[src/rtl/gpr_pkg.sv]
package gpr_pkg;
    typedef enum logic [1:0] {
        WID_8  = 2'd0,
        WID_16 = 2'd1,
        WID_32 = 2'd2,
        WID_64 = 2'd3
    } wid_e;
endpackage

[src/rtl/gpr_access_check.sv]
module gpr_access_check
    import gpr_pkg::*;
#(
    parameter int NREGS       = 16,
    parameter int LEGACY_REGS = 8,
    localparam int IW         = $clog2(NREGS)
) (
    input  logic          req,
    input  logic          long_mode,
    input  logic          rex,
    input  logic [IW-1:0] idx,
    input  wid_e          wid,
    output logic          accept,
    output logic          reject
);
    logic low_idx;

    always_comb begin
        low_idx = (int'(idx) < LEGACY_REGS);
        if (long_mode) begin
            accept = req && (low_idx || rex);
        end else begin
            accept = req && low_idx && (wid != WID_64);
        end
        reject = req && !accept;
    end
endmodule

[src/rtl/gpr_merge.sv]
module gpr_merge
    import gpr_pkg::*;
#(
    parameter int XLEN = 64,
    localparam int HALF = XLEN / 2
) (
    input  logic            long_mode,
    input  wid_e            wid,
    input  logic [XLEN-1:0] old_val,
    input  logic [XLEN-1:0] new_val,
    output logic [XLEN-1:0] merged
);
    logic [XLEN-1:0] keep_mask;

    always_comb begin
        unique case (wid)
            WID_8:   keep_mask = {{(XLEN-8){1'b1}}, 8'h00};
            WID_16:  keep_mask = {{(XLEN-16){1'b1}}, 16'h0000};
            WID_32:  keep_mask = long_mode ? '0 : {{HALF{1'b1}}, {HALF{1'b0}}};
            default: keep_mask = '0;
        endcase
        merged = (old_val & keep_mask) | (new_val & ~keep_mask);
        if (wid == WID_32) begin
            merged[XLEN-1:HALF] = long_mode ? '0 : old_val[XLEN-1:HALF];
        end
    end
endmodule

[src/rtl/gpr_store.sv]
module gpr_store #(
    parameter int NREGS = 16,
    parameter int XLEN  = 64,
    localparam int IW   = $clog2(NREGS)
) (
    input  logic            clk,
    input  logic            rst_n,
    input  logic            we,
    input  logic [IW-1:0]   widx,
    input  logic [XLEN-1:0] wdata,
    output logic [XLEN-1:0] regs_o [NREGS]
);
    logic [XLEN-1:0] regs_d [NREGS];
    logic [XLEN-1:0] regs_q [NREGS];

    always_comb begin
        for (int i = 0; i < NREGS; i++) begin
            regs_d[i] = regs_q[i];
        end
        if (we) begin
            regs_d[widx] = wdata;
        end
    end

    always_ff @(posedge clk) begin
        if (!rst_n) begin
            for (int i = 0; i < NREGS; i++) begin
                regs_q[i] <= '0;
            end
        end else begin
            for (int i = 0; i < NREGS; i++) begin
                regs_q[i] <= regs_d[i];
            end
        end
    end

    assign regs_o = regs_q;

    for (genvar g = 0; g < NREGS; g++) begin : g_hold
        // an entry that was not addressed by a write keeps its value
        assert_hold_R8: assert property (@(posedge clk) disable iff (!rst_n)
            !(we && (int'(widx) == g)) |=> $stable(regs_q[g]));
    end
endmodule

[src/rtl/gpr_wb_merge.sv]
module gpr_wb_merge
    import gpr_pkg::*;
#(
    parameter int NREGS       = 16,
    parameter int XLEN        = 64,
    parameter int LEGACY_REGS = 8,
    localparam int IW         = $clog2(NREGS),
    localparam int HALF       = XLEN / 2
) (
    input  logic            clk,
    input  logic            rst_n,
    input  logic            mode_long,
    input  logic            wr_en,
    input  logic            wr_rex,
    input  logic [IW-1:0]   wr_idx,
    input  logic [1:0]      wr_width,
    input  logic [XLEN-1:0] wr_data,
    output logic            wr_err,
    input  logic [IW-1:0]   rd_a_idx,
    output logic [XLEN-1:0] rd_a_data,
    input  logic [IW-1:0]   rd_b_idx,
    output logic [XLEN-1:0] rd_b_data
);
    typedef struct packed {
        logic err;
    } st_t;

    st_t             st_d, st_q;
    wid_e            wid;
    logic            acc, rej;
    logic [XLEN-1:0] merged;
    logic [XLEN-1:0] regs [NREGS];

    assign wid = wid_e'(wr_width);

    gpr_access_check #(.NREGS(NREGS), .LEGACY_REGS(LEGACY_REGS)) u_chk (
        .req(wr_en), .long_mode(mode_long), .rex(wr_rex), .idx(wr_idx),
        .wid(wid), .accept(acc), .reject(rej)
    );

    gpr_merge #(.XLEN(XLEN)) u_mrg (
        .long_mode(mode_long), .wid(wid), .old_val(regs[wr_idx]),
        .new_val(wr_data), .merged(merged)
    );

    gpr_store #(.NREGS(NREGS), .XLEN(XLEN)) u_st (
        .clk(clk), .rst_n(rst_n), .we(acc), .widx(wr_idx),
        .wdata(merged), .regs_o(regs)
    );

    always_comb begin
        st_d     = st_q;
        st_d.err = rej;
    end

    always_ff @(posedge clk) begin
        if (!rst_n) st_q <= '0;
        else        st_q <= st_d;
    end

    assign wr_err = st_q.err;

    always_comb begin
        rd_a_data = regs[rd_a_idx];
        rd_b_data = regs[rd_b_idx];
        if (!mode_long) begin
            rd_a_data[XLEN-1:HALF] = '0;
            rd_b_data[XLEN-1:HALF] = '0;
        end
    end

    // an unprefixed write to a high index in 64-bit mode raises the error next cycle
    assert_high_needs_rex_R5: assert property (@(posedge clk) disable iff (!rst_n)
        (wr_en && mode_long && (int'(wr_idx) >= LEGACY_REGS) && !wr_rex) |=> wr_err);
    // legacy mode never accepts a 64-bit write
    assert_legacy_no64_R6: assert property (@(posedge clk) disable iff (!rst_n)
        (wr_en && !mode_long && (wr_width == 2'd3)) |=> wr_err);
    // no error follows an idle cycle
    assert_err_idle_R9: assert property (@(posedge clk) disable iff (!rst_n)
        !wr_en |=> !wr_err);
    // an accepted 32-bit write in 64-bit mode leaves the upper half cleared
    assert_zext_R3: assert property (@(posedge clk) disable iff (!rst_n)
        (acc && mode_long && (wr_width == 2'd2))
        |=> (regs[$past(wr_idx)][XLEN-1:HALF] == '0));
    // an accepted 8-bit write keeps every bit above bit 7
    assert_keep_upper_R4: assert property (@(posedge clk) disable iff (!rst_n)
        (acc && (wr_width == 2'd0))
        |=> (regs[$past(wr_idx)][XLEN-1:8] == $past(regs[wr_idx][XLEN-1:8])));
    // legacy reads never expose the upper half
    assert_legacy_read_R7: assert property (@(posedge clk) disable iff (!rst_n)
        !mode_long |-> (rd_a_data[XLEN-1:HALF] == '0 && rd_b_data[XLEN-1:HALF] == '0));
endmodule

[config.mk]
export PLATFORM = sky130hd
export DESIGN_NAME = gpr_wb_merge
export DESIGN_NICKNAME = d
export VERILOG_FILES = /design/src/rtl/gpr_pkg.sv /design/src/rtl/gpr_access_check.sv /design/src/rtl/gpr_merge.sv /design/src/rtl/gpr_store.sv /design/src/rtl/gpr_wb_merge.sv
export SDC_FILE = /design/constraint.sdc
export NUM_CORES = 2
export LEC_CHECK = 0
export BUFFER_PORTS_ARGS = -buffer_cell sky130_fd_sc_hd__buf_2
export CAP_MARGIN = 15
export CORE_UTILIZATION = 30
export CTS_CLUSTER_SIZE = 24
export DETAILED_ROUTE_END_ITERATION = 7
export GPL_ROUTABILITY_DRIVEN = 0
export GPL_TIMING_DRIVEN = 0
export HOLD_SLACK_MARGIN = 0.06
export PLACE_DENSITY = 0.53
export SLEW_MARGIN = 20
export SYNTH_ARGS = -nofsm -noshare
export SYNTH_HDL_FRONTEND = slang
export SYNTH_HIERARCHICAL = 1
export SYNTH_SLANG_ARGS = --single-unit
[constraint.sdc]
create_clock -name clk -period 3 [get_ports clk]
set_clock_uncertainty 0.2 [all_clocks]
set_input_delay 0 -clock clk [delete_from_list [all_inputs] [get_ports clk]]
set_output_delay 0 -clock clk [all_outputs]
set_load 0.05 [all_outputs]
# ---- After elaboration in Yosys (flattened, before gate mapping)
# Cells that the tools add are included.
dict set report op_classes {
  magnitude_cmp 5
  add_sub_neg 0
  reduce_logical 8
  eq_ne 3
  shift 0
  div_mod_pow 0
  bitwise 7
  mux 19
  multipliers 0
}
# operator count
set op_table {}
lappend op_table {{bitwise mux 1024 bit} 1}
lappend op_table {{binary-select mux 64 bit (select 4 bit)} 3}
lappend op_table {{2-to-1 mux 64 bit} 8}
lappend op_table {{demux 64 bit (select 4 bit)} 1}
lappend op_table {{one-hot mux 64 bit (3 select lines)} 1}
lappend op_table {{AND 64 bit} 2}
lappend op_table {{2-to-1 mux 32 bit} 4}
lappend op_table {{NOT 64 bit} 1}
lappend op_table {{bitwise OR 64 bit} 1}
lappend op_table {{>= comparator 5 bit, second input constant} 3}
lappend op_table {{NOT 4 -> 5 bit} 3}
lappend op_table {{logical AND 1 bit} 5}
lappend op_table {{< comparator 5 x 1 -> 1 bit, second input constant} 1}
lappend op_table {{< comparator 4 bit, second input constant} 1}
lappend op_table {{equality test 2 x 1 -> 1 bit, second input constant} 1}
lappend op_table {{equality test 2 bit, second input constant} 1}
lappend op_table {{zero test 2 bit} 1}
lappend op_table {{!= test 2 bit, second input constant} 1}
lappend op_table {{zero test 1 bit} 1}
lappend op_table {{logical OR 1 bit} 1}
lappend op_table {{2-to-1 mux 1 bit} 1}
dict set report word_totals {
  ramBits 0
  out_inout_bits 129
  rom_bits 0
  mem_count 0
  input_bits 83
  latch_bits 0
  word_cells 59
  ff_bits 1025
}

# ---- Logic depth before layout (Yosys ltp)
dict set report depth {
  word_depth 8
  depth_mapped 9
  ltp_nobuf 5
}

# ---- By module
# Netlist, hierarchy kept.
# mod cells_per_inst seq_area_each_um2 area_each_um2 instances
set modules_own_cells {}
lappend modules_own_cells {gpr_store 3451 20499.7 36501.3 1}
lappend modules_own_cells {gpr_wb_merge 1717 20.0 23643.9 1}
lappend modules_own_cells {gpr_merge 76 0.0 706.9 1}
lappend modules_own_cells {gpr_access_check 7 0.0 50.0 1}

# ---- Least setup slack after synthesis
# No wires, ideal clock.
dict set report synth_timing {
  kind {input -> register}
  startpoint {input wr_idx[1]}
  endpoint {register u_st.regs_q, in the netlist u_st/regs_o[535]}
  slack_ns 0.445
  required_time_ns 2.666
  path_buffers 3
  setup_ns 0.134
  t_arrival_ns 2.221
  cell_stages 8
  path_cell_list {clkbuf_1 clkbuf_1 mux4_2 mux4_2 mux2_2 nand2_1 clkbuf_1 mux2i_1}
}
dict set report synth_via {
  elab_chain_len 7
  word_cells_on_any_way 18
  cone_classes {3 x order compare; 7 x mux; 3 x bitwise; 5 x reduce/logical}
}
# item line_no
set synth_lines {}
lappend synth_lines {{start: declaration} gpr_wb_merge.sv:15} ;# input logic [IW-1:0] wr_idx,
lappend synth_lines {{NOT 4 -> 5 bit (implied by the code)} gpr_wb_merge.sv:42} ;# .long_mode(mode_long), .wid(wid), .old_val(regs[wr_idx]),
lappend synth_lines {{binary-select mux 64 bit (select 4 bit)} gpr_wb_merge.sv:42}
lappend synth_lines {{2-to-1 mux 64 bit (implied by the code) (2 in series)} gpr_wb_merge.sv:42}
lappend synth_lines {{AND 64 bit} gpr_merge.sv:22} ;# merged = (old_val & keep_mask) | (new_val & ~keep_mask);
lappend synth_lines {{bitwise OR 64 bit} gpr_merge.sv:22}
lappend synth_lines {{net merged[23]} gpr_wb_merge.sv:31} ;# logic [XLEN-1:0] merged;
lappend synth_lines {{bitwise mux 1024 bit} gpr_store.sv:21} ;# regs_d[widx] = wdata;
lappend synth_lines {{end signal: indexed assignment} gpr_store.sv:32} ;# regs_q[i] <= regs_d[i];
lappend synth_lines {{end: declaration} gpr_store.sv:14} ;# logic [XLEN-1:0] regs_q [NREGS];
# The timed path passes the listed nets, and every way through them passes these cells. The select of a mux whose other input is x is not followed.
# A chain may end at the register's enable or synchronous reset.

# ---- Final worst setup path
dict set report layout_timing {
  startpoint {input rd_a_idx[1]}
  endpoint {output rd_a_data[58]}
}
dict set report layout_via {
  elab_chain_len 5
}
# item line_no
set layout_lines {}
lappend layout_lines {{start: declaration} gpr_wb_merge.sv:19} ;# input logic [IW-1:0] rd_a_idx,
lappend layout_lines {{NOT 4 -> 5 bit (implied by the code)} gpr_wb_merge.sv:64} ;# rd_a_data = regs[rd_a_idx];
lappend layout_lines {{binary-select mux 64 bit (select 4 bit)} gpr_wb_merge.sv:64}
lappend layout_lines {{2-to-1 mux 64 bit (implied by the code) (2 in series)} gpr_wb_merge.sv:64}
lappend layout_lines {{2-to-1 mux 32 bit} gpr_wb_merge.sv:66} ;# if (!mode_long) begin
lappend layout_lines {{end: declaration} gpr_wb_merge.sv:20} ;# output logic [XLEN-1:0] rd_a_data,
# Every way passes these cells. The select of a mux whose other input is x is not followed.

==> flow_summary.toml <==
[drt]
drtIter0Drc = 5845
firstDrtPassIters = 6
num_vias = 49911
drc = 0
postRouteAntennaNets = 0
wl_mm = 275
via_per_inst = 5.94
wl_per_cell_um = 32.7

[timing]
hold_viol = 0
min_period_over_period = 1.03
worst_slew_pin_slew_ps = 1300
fin_crit_ps = 3090
setup_slack_ps = -94.3
clock.fmax_mhz = 323
slew_headroom = 0.131
rsz0062_at_grt = "no"
setup_viol = 55
finalMaxSlewViolations = 0

[cts]
clk_latency_ps = 790
clockRootBuffer = "clkbuf_16"
tritoncts = "yes"
ctsHtreeMaxLevel = 3
clock_path_buffers = 3
cts_num_sinks = 1025
clk_pin_slew_ps = 60
numCtsBuffers = 115

[die]
die-height_um = 449
start_util = 0.303
io_pins = 212
die_area_um2 = 202000
floorplan.rows = 163
core-area_um2 = 198000
chipWidth_um = 449

[global_routing]
grt_antenna_before_repair = 18
grt_use_total = 0.263
grt_max_degree = 17
grt_pass1_wl_mm = 379
grt_overflow = 0
grt_pass1_vias = 48341

[finish]
area_growth_pct = 16.6
multi_input_area_um2 = 36500
final_common_cell = "mux2i_1"
num-nets-final = 5731
ff_latch_area_um2 = 20500
final_cells = 8403
n_fill_cell = 19556
layout_common_cells = "1379 x mux2i_1, 1136 x nand2_1, 1025 x dfxtp_1"
drive_gt1_frac = 0.254

[setup_path]
cp_slowest_cell = "clkbuf_1"
crit_path_max_fanout = 10
critPathArrivalTime_ps = 2890
cp-end-kind = "primary output"
critPathLaunchType = "primary input"
crit_type = "primary input to primary output"
cp_top_family = "buffers and inverters"
critPathRequiredTime_ps = 2800
cpPeakStageDelay_ps = 840
critPathBufInv = 5
crit_chain = "buf_2 > buf_4 > and2_1 > buf_2 > clkbuf_1 > a221oi_1 > o21ai_0 > nand2_1 > buf_2"
crit_top_cell = "buf_2"

[pwr]
p_total_mw = 33.1
pwr-share-comb = 0.119
p_clk_frac = 0.467
p_switching_mw = 9.34
p_leak_nw = 26.9
ir_drop_uv = 528
p_sw_frac = 0.282
power_density_nw_per_um2 = 474
seqPwrFrac = 0.414
p_int_mw = 23.8

[status]
violations = "setup timing"
status = "finished with violations"

[min_path]
holdCritPathClass = "primary input to flop"

[logic_synthesis]
postSynthCellCount = 5211
yosys_warnings = 6
syn_area_um2 = 60000
syn_avg_cell_area_um2 = 11.5
synth_nets = 5294

[placed_design]
place_ws_ps = -992
port_buffers = 194
hpwlAfterDp_mm = 196
dpl.cell_count = 8054

[run]
drv_cap = 0
flip-flops by register name (all words and copies together), names as in the netlist:
register     count
wr_err           1
u_st/regs_o   1024
cell type report:
class | count | share of cell area
inverters | 4 | 0.000215
repair buffers | 321 | 0.0347
well taps | 2640 | 0.0472
plain buffers | 564 | 0.0440
flip-flops and latches | 1025 | 0.293
clock buffers | 167 | 0.0481
multi-input cells | 3617 | 0.522
clock inverters | 47 | 0.00973
diodes | 18 | 0.000644
worst reg2reg max path, cell delays in order, from the launching register on:
cell,delay [ps]
dfxtp_1,340
mux4_2,560
mux4_2,510
a22o_1,210
nand2_1,240
clkbuf_1,570
mux2i_1,160
metrics by stage:
stage	cell area (um^2)	utilization	hold WS, ps	setup TNS (ps)
6_report	70000	0.353	85.8	-1240
5_1_grt	69900	0.353	93.7	0
4_1_cts	69700	0.352	66.2	0
3_5_place_dp	64500	0.326	33.4	-614460
3_3_place_gp	64300	0.325	28.9	-1063490
2_1_floorplan	60000	-	-72.7	0
layer usage:
layer / part of all wire / up-vias / GRT usage
li1: - / 20339 / -
met1: 0.39 / 25564 / 0.335
met2: 0.44 / 3272 / 0.397
met3: 0.11 / 730 / 0.0682
met4: 0.068 / 6 / 0.161
met5: 0.00014 / - / 0
path summary, 6_finish.rpt:
path	start	end	slack (ps)	cells past startpoint
max reg2reg	u_st/regs_o[1005]$_SDFFE_PN0P_	u_st/regs_o[237]$_SDFFE_PN0P_	30	6
min reg2reg	u_st/regs_o[833]$_SDFFE_PN0P_	u_st/regs_o[833]$_SDFFE_PN0P_	270	2
max	rd_a_idx[1]	rd_a_data[58]	-90	9
min	wr_data[4]	u_st/regs_o[324]$_SDFFE_PN0P_	90	4
timing repair:
item | in CTS | in global routing
setup buffers | 0 | 10
gates resized for setup | 47 | 30
setup endpoints to repair | 173 | 148
pin swaps | 0 | 3
endpoints found under the hold margin | 1025 | 0
hold buffers | 107 | 0
power groups by stage:
stage	combinational, mW	sequential (mW)	clock (mW)
2_1_floorplan	2.12	14.0	0
3_3_place_gp	3.67	14.0	0
3_5_place_dp	3.72	14.0	0
4_1_cts	3.82	13.7	15.6
5_1_grt	3.95	13.7	16.1
6_report	3.94	13.7	15.5
No activity file was read; power rests on OpenSTA's default activity.
